$ cat src/rtl/tws_pkg.sv
package tws_pkg;
  typedef enum logic [3:0] {
    ST_IDLE,
    ST_ID,
    ST_ID_ACK,
    ST_ADDR,
    ST_ADDR_ACK,
    ST_WDATA,
    ST_WDATA_ACK,
    ST_RDATA,
    ST_RACK,
    ST_WAIT
  } tws_state_e;

  localparam int unsigned BYTE_BITS = 8;
endpackage

$ cat src/rtl/tws_line_sync.sv
module tws_line_sync #(
  parameter int unsigned STAGES    = 2,
  parameter logic        RESET_VAL = 1'b1
) (
  input  logic clk,
  input  logic rst_n,
  input  logic d_i,
  output logic q_o
);
  logic [STAGES-1:0] pipe_q;

  always_ff @(posedge clk or negedge rst_n) begin
    if (!rst_n) pipe_q <= {STAGES{RESET_VAL}};
    else        pipe_q <= {pipe_q[STAGES-2:0], d_i};
  end

  assign q_o = pipe_q[STAGES-1];
endmodule

$ cat src/rtl/tws_bus_events.sv
module tws_bus_events #(
  parameter int unsigned SYNC_STAGES = 2
) (
  input  logic clk,
  input  logic rst_n,
  input  logic scl_i,
  input  logic sda_i,
  output logic sda_lvl_o,
  output logic scl_rise_o,
  output logic scl_fall_o,
  output logic start_o,
  output logic stop_o
);
  localparam int unsigned LINES = 2;

  logic [LINES-1:0] raw;
  logic [LINES-1:0] syn;
  logic             scl_p_q, sda_p_q;

  assign raw = {sda_i, scl_i};

  for (genvar g = 0; g < LINES; g++) begin : g_sync
    tws_line_sync #(.STAGES(SYNC_STAGES), .RESET_VAL(1'b1)) u_sync (
      .clk  (clk),
      .rst_n(rst_n),
      .d_i  (raw[g]),
      .q_o  (syn[g])
    );
  end

  always_ff @(posedge clk or negedge rst_n) begin
    if (!rst_n) begin
      scl_p_q <= 1'b1;
      sda_p_q <= 1'b1;
    end else begin
      scl_p_q <= syn[0];
      sda_p_q <= syn[1];
    end
  end

  assign sda_lvl_o  = syn[1];
  assign scl_rise_o = syn[0] & ~scl_p_q;
  assign scl_fall_o = ~syn[0] & scl_p_q;
  assign start_o    = syn[0] & scl_p_q & sda_p_q & ~syn[1];
  assign stop_o     = syn[0] & scl_p_q & ~sda_p_q & syn[1];
endmodule

$ cat src/rtl/tws_regfile.sv
module tws_regfile #(
  parameter int unsigned ADDR_W = 7,
  parameter int unsigned DATA_W = 8,
  parameter int unsigned PTR_W  = ADDR_W + 1
) (
  input  logic              clk,
  input  logic              rst_n,
  input  logic              we_i,
  input  logic [ADDR_W-1:0] waddr_i,
  input  logic [DATA_W-1:0] wdata_i,
  input  logic [PTR_W-1:0]  raddr_i,
  output logic [DATA_W-1:0] rdata_o
);
  localparam int unsigned DEPTH = 1 << ADDR_W;

  logic [DATA_W-1:0] mem_q [DEPTH];

  always_ff @(posedge clk or negedge rst_n) begin
    if (!rst_n) begin
      for (int i = 0; i < DEPTH; i++) mem_q[i] <= '0;
    end else if (we_i) begin
      mem_q[waddr_i] <= wdata_i;
    end
  end

  assign rdata_o = (raddr_i >= PTR_W'(DEPTH)) ? '1 : mem_q[raddr_i[ADDR_W-1:0]];
endmodule

$ cat src/rtl/tws_page_slave.sv
module tws_page_slave
  import tws_pkg::*;
#(
  parameter int unsigned ADDR_W      = 7,
  parameter int unsigned PAGE_W      = 4,
  parameter int unsigned SYNC_STAGES = 2
) (
  input  logic       clk,
  input  logic       rst_n,
  input  logic [6:0] dev_id_i,
  input  logic       scl_i,
  input  logic       sda_i,
  output logic       sda_oe_o
);
  localparam int unsigned PTR_W = ADDR_W + 1;
  localparam int unsigned PG_W  = ADDR_W - PAGE_W;
  localparam logic [PTR_W-1:0] PTR_END = PTR_W'(1 << ADDR_W);

  logic sda_lvl, scl_rise, scl_fall, start_ev, stop_ev;

  tws_bus_events #(.SYNC_STAGES(SYNC_STAGES)) u_events (
    .clk       (clk),
    .rst_n     (rst_n),
    .scl_i     (scl_i),
    .sda_i     (sda_i),
    .sda_lvl_o (sda_lvl),
    .scl_rise_o(scl_rise),
    .scl_fall_o(scl_fall),
    .start_o   (start_ev),
    .stop_o    (stop_ev)
  );

  tws_state_e             state_q;
  logic [3:0]             bitcnt_q;
  logic [BYTE_BITS-1:0]   shreg_q, tx_q, rdata;
  logic [PTR_W-1:0]       ptr_q, ptr_inc;
  logic [PG_W-1:0]        page_q;
  logic                   rw_q, mack_q, oe_q;
  logic                   byte_done, in_page, id_hit, mem_we;

  assign byte_done = scl_fall && (bitcnt_q == 4'd8);
  assign in_page   = (ptr_q[PTR_W-1:PAGE_W] == {1'b0, page_q});
  assign ptr_inc   = (ptr_q == PTR_END) ? ptr_q : ptr_q + 1'b1;
  assign id_hit    = (shreg_q[7:1] == dev_id_i);
  assign mem_we    = (state_q == ST_WDATA) && byte_done && in_page;

  tws_regfile #(.ADDR_W(ADDR_W), .DATA_W(BYTE_BITS), .PTR_W(PTR_W)) u_store (
    .clk    (clk),
    .rst_n  (rst_n),
    .we_i   (mem_we),
    .waddr_i(ptr_q[ADDR_W-1:0]),
    .wdata_i(shreg_q),
    .raddr_i(ptr_q),
    .rdata_o(rdata)
  );

  always_ff @(posedge clk or negedge rst_n) begin
    if (!rst_n) begin
      state_q  <= ST_IDLE;
      bitcnt_q <= '0;
      shreg_q  <= '0;
      tx_q     <= '0;
      ptr_q    <= '0;
      page_q   <= '0;
      rw_q     <= 1'b0;
      mack_q   <= 1'b0;
      oe_q     <= 1'b0;
    end else if (start_ev) begin
      state_q  <= ST_ID;
      bitcnt_q <= '0;
      oe_q     <= 1'b0;
    end else if (stop_ev) begin
      state_q  <= ST_IDLE;
      bitcnt_q <= '0;
      oe_q     <= 1'b0;
    end else begin
      unique case (state_q)
        ST_ID, ST_ADDR, ST_WDATA: begin
          if (scl_rise) begin
            shreg_q  <= {shreg_q[BYTE_BITS-2:0], sda_lvl};
            bitcnt_q <= bitcnt_q + 4'd1;
          end
          if (byte_done) begin
            bitcnt_q <= '0;
            if (state_q == ST_ID) begin
              if (id_hit) begin
                rw_q    <= shreg_q[0];
                oe_q    <= 1'b1;
                state_q <= ST_ID_ACK;
              end else begin
                state_q <= ST_WAIT;
              end
            end else if (state_q == ST_ADDR) begin
              ptr_q   <= {1'b0, shreg_q[ADDR_W-1:0]};
              page_q  <= shreg_q[ADDR_W-1:PAGE_W];
              oe_q    <= 1'b1;
              state_q <= ST_ADDR_ACK;
            end else begin
              ptr_q   <= ptr_inc;
              oe_q    <= 1'b1;
              state_q <= ST_WDATA_ACK;
            end
          end
        end
        ST_ID_ACK: begin
          if (scl_fall) begin
            bitcnt_q <= '0;
            if (rw_q) begin
              tx_q    <= rdata;
              oe_q    <= ~rdata[BYTE_BITS-1];
              state_q <= ST_RDATA;
            end else begin
              oe_q    <= 1'b0;
              state_q <= ST_ADDR;
            end
          end
        end
        ST_ADDR_ACK, ST_WDATA_ACK: begin
          if (scl_fall) begin
            oe_q    <= 1'b0;
            state_q <= ST_WDATA;
          end
        end
        ST_RDATA: begin
          if (scl_rise) bitcnt_q <= bitcnt_q + 4'd1;
          if (scl_fall) begin
            if (bitcnt_q == 4'd8) begin
              bitcnt_q <= '0;
              oe_q     <= 1'b0;
              ptr_q    <= ptr_inc;
              state_q  <= ST_RACK;
            end else begin
              tx_q <= {tx_q[BYTE_BITS-2:0], 1'b0};
              oe_q <= ~tx_q[BYTE_BITS-2];
            end
          end
        end
        ST_RACK: begin
          if (scl_rise) mack_q <= ~sda_lvl;
          if (scl_fall) begin
            if (mack_q) begin
              tx_q    <= rdata;
              oe_q    <= ~rdata[BYTE_BITS-1];
              state_q <= ST_RDATA;
            end else begin
              oe_q    <= 1'b0;
              state_q <= ST_WAIT;
            end
          end
        end
        default: ;
      endcase
    end
  end

  assign sda_oe_o = oe_q;
endmodule


$ cat config.mk
export PLATFORM = sky130hd
export DESIGN_NAME = tws_page_slave
export DESIGN_NICKNAME = d
export VERILOG_FILES = /design/src/rtl/tws_pkg.sv /design/src/rtl/tws_line_sync.sv /design/src/rtl/tws_bus_events.sv /design/src/rtl/tws_regfile.sv /design/src/rtl/tws_page_slave.sv
export SDC_FILE = /design/constraint.sdc
export NUM_CORES = 2
export LEC_CHECK = 0
export BUFFER_PORTS_ARGS = -buffer_cell sky130_fd_sc_hd__buf_2
export CORE_ASPECT_RATIO = 1.75
export CORE_MARGIN = 2
export CORE_UTILIZATION = 56
export CTS_CLUSTER_SIZE = 40
export DETAILED_ROUTE_END_ITERATION = 10
export PLACE_DENSITY_LB_ADDON = 0.12
export RECOVER_POWER = 100
export REMOVE_ABC_BUFFERS = 1
export SLEW_MARGIN = 20
export SYNTH_ARGS = -nofsm -noshare
export SYNTH_HDL_FRONTEND = slang
export SYNTH_HIERARCHICAL = 1
export SYNTH_SLANG_ARGS = --single-unit
$ cat constraint.sdc
create_clock -name clk -period 3.7 [get_ports clk]
set_input_delay 0.37 -clock clk [delete_from_list [all_inputs] [get_ports clk]]
set_output_delay 0.37 -clock clk [all_outputs]
set_load 0.03 [all_outputs]
======== Yosys cells after proc, flatten, opt, wreduce, memory -nomap -nowiden ========
Index checks and enable logic that the tools add are counted.
Widths: inputs -> output; s select.
storage, ports and cells
  memories ................................ 0
  latch bits .............................. 0
  word-level logic and storage cells ...... 266
  bits in writable memories ............... 0
  output and inout bits ................... 1
  ROM bits ................................ 0
  register bits ........................... 1067
  input port bits ......................... 11
operators by class
  equal/unequal tests ..................... 28
  multiply operators ...................... 0
  add/sub/neg operators ................... 2
  reduce and logical (&&, ||, !) cells .... 19
  bitwise logic cells ..................... 17
  shift operators ......................... 0
  muxes and demuxes ....................... 56
  order comparisons ....................... 3
  div/mod/pow operators ................... 0
operator list
  operator             count
  $bwmux 1024          1
  $mux 8               10
  $mux 4               18
  $bmux 8 s7           1
  $demux 8 s7          1
  $mux 7               6
  $ne 4x4->1 const B   6
  $pmux 7 s3           1
  $reduce_and 7->1     3
  $pmux 4 s5           1
  $ne 2x2->1 const B   9
  $eq 4x3->1 const B   4
  $ge 8x8->1 const B   2
  $pmux 8 s2           1
  $mux 1               12
  $pmux 4 s3           1
  $reduce_and 6->1     2
  $not 1->1            9
  $reduce_and 9->1     1
  $add 8x1->8 const B  1
  $eq 4x2->1 const B   2
  $eq 4x4->1 const B   2
  $eq 8x8->1 const B   1
  $lt 8x1->1 const B   1
  other kinds (19)     29

======== Depth between registers and ports, before layout ========
  depth after elaboration ................. 11
  depth in mapped cells ................... 14
  depth with buffers taken out ............ 10

======== Hierarchy ========
Netlist, hierarchy kept.
by module, submodules not included
  module          area each (um^2)  cells each  sequential area each (um^2)  instances
  tws_regfile     46783.6           2940        25624.6                      1
  tws_page_slave  2284.7            242         925.9                        1
  tws_line_sync   52.6              2           52.6                         2
  tws_bus_events  85.1              6           52.6                         1

======== Least setup slack after synthesis ========
Ideal clock, no wire load.
  path kind ............................... reg2reg
  start point ............................. reg u_events.scl_p_q
  end point ............................... reg u_store/mem_q[56] (netlist name)
  setup time .............................. 0.125 ns
  path buffers ............................ 3
  clock period less this slack ............ 2.980 ns
  required time ........................... 3.575 ns
  stages on the path, launching flop included .. 13
  slack ................................... 0.720 ns
  arrival ................................. 2.855 ns
  path through ............................ dfstp_2 -> nor2b_1 -> buf_4 -> nand2_1 -> nor3_1 -> nand3_1 -> nor3_1 -> clkbuf_1 -> nor2b_1 -> clkbuf_1 -> nand2_1 -> nor2_1 -> mux2_2
between the ends
  longest elaborated chain between the ends .. 4
ends and longest elaborated chain
  what                            RTL line              RTL
  start, declared                 tws_bus_events.sv:18  logic scl_p_q, sda_p_q;
  start signal, assigned          tws_bus_events.sv:36  scl_p_q <= syn[0];
  $and 1x1->1                     tws_bus_events.sv:43  assign scl_fall_o = ~syn[0] & scl_p_q;
  named net scl_fall              tws_page_slave.sv:19  logic sda_lvl, scl_rise, scl_fall, start_ev, stop_ev;
  $logic_and 1x1->1               tws_page_slave.sv:41  assign byte_done = scl_fall && (bitcnt_q == 4'd8);
  $logic_and 1x1->1 (2 in a row)  tws_page_slave.sv:45  assign mem_we = (state_q == ST_WDATA) && byte_done && in_page;
  named net mem_we                tws_page_slave.sv:39  logic byte_done, in_page, id_hit, mem_we;
  end signal, assigned by index   tws_regfile.sv:22     mem_q[waddr_i] <= wdata_i;
  end, declared                   tws_regfile.sv:16     logic [DATA_W-1:0] mem_q [DEPTH];
The timed path passes the listed nets, and every way through them passes these cells.
A chain may end at the register's enable or synchronous reset.

======== Final worst setup path ========
  start point ............................. reg ptr_q[2]
  end point ............................... reg tx_q[6]
between the ends
  longest elaborated chain between the ends .. 8
  elaborated cells on any way between the ends .. 11
  classes of those cells .................. 1 x order compare; 9 x mux; 1 x bitwise
ends and longest elaborated chain
  what                                       RTL line                                      RTL
  start, declared                            tws_page_slave.sv:36                          logic [PTR_W-1:0] ptr_q, ptr_inc;
  start signal, assigned                     tws_page_slave.sv:94                          ptr_q <= {1'b0, shreg_q[ADDR_W-1:0]};
  start signal, assigned                     tws_page_slave.sv:99                          ptr_q <= ptr_inc;
  start signal, assigned                     tws_page_slave.sv:130                         ptr_q <= ptr_inc;
  $not 7->8 (implied by the code)            tws_regfile.sv:26                             assign rdata_o = (raddr_i >= PTR_W'(DEPTH)) ? '1 : mem_q[raddr_i[ADDR_W-1:0]];
  $bmux 8 s7                                 tws_regfile.sv:26
  $mux 8 (implied by the code) (2 in a row)  tws_regfile.sv:26
  $mux 8 (*)                                 tws_regfile.sv:26
  named net rdata[6]                         tws_page_slave.sv:35                          logic [BYTE_BITS-1:0] shreg_q, tx_q, rdata;
  $mux 7 (on tied branches)                  tws_page_slave.sv:141, tws_page_slave.sv:108
  $mux 7 (on tied branches)                  tws_page_slave.sv:140, tws_page_slave.sv:106
  $pmux 7 s3 (*)                             tws_page_slave.sv:77                          unique case (state_q)
  end signal, assigned                       tws_page_slave.sv:109                         tx_q <= rdata;
  end signal, assigned                       tws_page_slave.sv:133                         tx_q <= {tx_q[BYTE_BITS-2:0], 1'b0};
  end signal, assigned                       tws_page_slave.sv:142                         tx_q <= rdata;
  end, declared                              tws_page_slave.sv:35
The timed path passes the listed nets; every way through them passes the cells marked *. The select of a mux whose other input is x is not followed.

==> reports/results.tsv <==
metric	value	unit
status	finished, violations left	
violations	max-capacitance violations, max-slew violations	
p_comb_frac	0.083	
period_needed	3.66	ns
p_leak	26.3	nW
fin_crit_sh	0.989	
yosysSeqAreaShare	0.542	
synth_top_area_cell	dfrtp_1	
die_h	396	microns
wl_per_cell	28.3	microns
drt_iter0_drc	2192	
clkSinkCount	1067	
ant_nets	0	
vias_per_cell	6.40	
synth_area	0.0493	sq mm
n_antenna_cell	0	
grt_pass1_wl	197000	microns
core-area	0.0870	sq mm
rrSetupSlack	0.04	ns
final_max_slew_viol_count	669	
slew_headroom	-0.604	
cp_max_fo	27	
critical_path_required	4.27	ns
clock-root-buffer	clkbuf_16	
clock_latency	0.69	ns
place_area	0.0514	sq mm
finalHoldViolCount	0	
synth_edf_count	0	
fin_worst_skew	0.0243	ns
worst_setup_path_end_kind	flop	
yosysUniqueCellTypes	62	
port_buffers	11	
cts_setup_buffers	0	
max_stage_delay	0.73	ns
grt.overflow.total	0	
synthMostInstantiatedCell	dfrtp_1	
multi_input_area	0.0215	sq mm
cts_tree	built	
grt_max_degree	120	
ioPinCount	12	
hold_path.class	in2reg	
rsz0062_at_grt	true	
register_area	0.0267	sq mm
switching_power	0.00687	W
yosys-top-cells-area	dfrtp_1 54%, mux2_2 22%, mux4_2 12%, mux2_1 2.2%, mux2i_1 2.0%	
tightest_slew	2.41	ns
ir_worst_vdd	410	uV
stdcell_area	0.0545	sq mm
reg2reg_to	tx_q[6]	
synth_top_area_share	0.539	
worstSetupPathType	reg2reg	
syn-instance-count	3192	
async_flop_share	1.00	
drt-pass1-iter-count	6	
internal-power	0.0181	W
r2r_cells	10	
crit_path_end	tx_q[6]	
setup_viol	0	
area_delta_synth_final	10.6	%
drive_above_1_share	0.486	
fmax	273	MHz
switching_share	0.276	
start_kind	flop	
start_util	0.566	
crit_slowest_cell	dfrtp_4	
yosys_warnings	6	
vias	28629	
p_per_area	457	mW/mm^2
cts_inserted_buffers	98	
seqPwrFrac	0.504	
drt_drc_violations_left	0	
rows	143	
ys.flop_type	dfrtp_1	
clockPowerShare	0.413	
htreeDepth	3	
reg2reg_from	ptr_q[2]	
nets	3250	
whs	0.289	ns
timing.critical_path.mode_cell	buf_4	
arrival	4.23	ns
die_w	228	microns
place_hpwl	83900	microns
antenna_found_initial	2	
wirelength	127000	microns
routabilityCongestion	0.892	
die-area	0.0904	sq mm
grt_pass1_vias	31563	
crit_chain	buf_4, buf_4, mux4_2, mux2i_1, a221oi_1, a221oi_2, buf_4, nor2_1, mux2_2, mux2_2	
ys_ff_latch	1067	
yosys-top-cells-count	1061 x dfrtp_1, 949 x mux2_2, 256 x mux4_2, 162 x clkbuf_1, 101 x nand2_1	
critPathLaunch	ptr_q[2]	
cts_buffer_depth	3	
min_path_cells	6	
grt_util_all_layers	0.288	
fill_cells	6457	
clk_pin_slew	0.06	ns
avgSynthCellArea	15.4	sq um
drv_cap	10	
## power by group through the flow
stage,registers [W],logic (W),clock network (W)
floorplan,0.0128,0.000511,0
global placement,0.0128,0.00204,0
detailed placement,0.0128,0.00210,0
CTS,0.0126,0.00210,0.0105
global route,0.0126,0.00225,0.0111
finish,0.0126,0.00206,0.0103
## flip-flops by register name (all words and copies together) (netlist names)
name,cells
bitcnt_q,4
mack_q,1
page_q,3
ptr_q,8
rw_q,1
sda_oe_o,1
shreg_q,8
state_q,4
tx_q,7
u_events/g_sync.u_sync/pipe_q,4
u_events/scl_p_q,1
u_events/sda_p_q,1
u_store/mem_q,1024
## critical path: cells and delay by family (launching register included)
kind                   cells  cell delay [ns]
DFF                        1             0.73
buffers and inverters      3             1.01
and+or+nand+nor            1             0.04
muxes                      4             1.02
AOI/OAI and AO/OA          2             0.71
## repair_timing
action                                  4_1_cts  5_1_grt
gates resized for setup                       1        2
pin swaps                                     0        0
hold endpoints to repair                     67        0
endpoints found under the setup margin        1        9
hold buffers                                  3        0
## through the flow
stage	utilization	TNS (ns)	worst slack [ns]	instances	power (W)
floorplan	-	-6999.57	-7.52	2950	0.0133
global placement	0.591	-0.0340	-0.0340	4292	0.0148
detailed placement	0.591	-0.0418	-0.0418	4292	0.0149
CTS	0.629	0	0.0612	4471	0.0252
global route	0.627	-0.00220	-0.00220	4471	0.0259
finish	0.627	0	0.0420	4471	0.0249
## per-layer routing
layer  global-route usage  up-vias  part of all wire
met5                    0        -                 0
met4                0.153        0             0.058
met3               0.0398      294             0.041
met2                0.500      750              0.52
met1                0.350    15552              0.38
li1                     -    12033                 -
## area by class of cell
type,instances,area share
multi-input cells,1869,0.394
clock inverters,34,0.00622
inverters,14,0.00101
repair buffers,185,0.0277
well taps,1160,0.0266
clock buffers,142,0.0539
flip-flops and latches,1067,0.491
## how the worst min path moves through the flow
stage / startpoint / endpoint
after CTS: dev_id_i[6] / rw_q
after global routing: sda_i / u_events/g_sync[1].u_sync/pipe_q[0]
after detailed placement: u_events/g_sync[1].u_sync/pipe_q[0] / u_events/g_sync[1].u_sync/pipe_q[1]
after floorplan: rst_n / bitcnt_q[0]
after global placement: u_events/g_sync[1].u_sync/pipe_q[0] / u_events/g_sync[1].u_sync/pipe_q[1]
final: dev_id_i[6] / rw_q
## cells by family after synthesis
kind of cell    Yosys count  synth area share
compound gates          165            0.0247
xor+xnor                 13           0.00231
fa+ha+maj                 4           0.00102
buf+inv                 256            0.0229
flops                  1067             0.542
mux                    1401             0.376
simple gates            286            0.0305
## placed cells by master (no fill, tap or decap), drive strengths merged, types with 6 or more instances in the layout
master | netlist | final
a21oi | 18 | 18
nor4 | 8 | 8
nor2 | 85 | 85
inv | 14 | 19
mux2i | 98 | 98
mux4 | 256 | 256
or2 | 9 | 9
nor2b | 14 | 14
a221oi | 81 | 81
nand2 | 101 | 101
dfstp | 6 | 6
nand2b | 11 | 11
o21ai | 49 | 49
xnor2 | 8 | 8
nor3 | 18 | 18
buf | 79 | 155
clkinv | 0 | 24
nand3 | 14 | 14
clkbuf | 163 | 168
dfrtp | 1061 | 1061
mux2 | 1047 | 1047
Note: power is estimated with default switching activity, not from simulation.
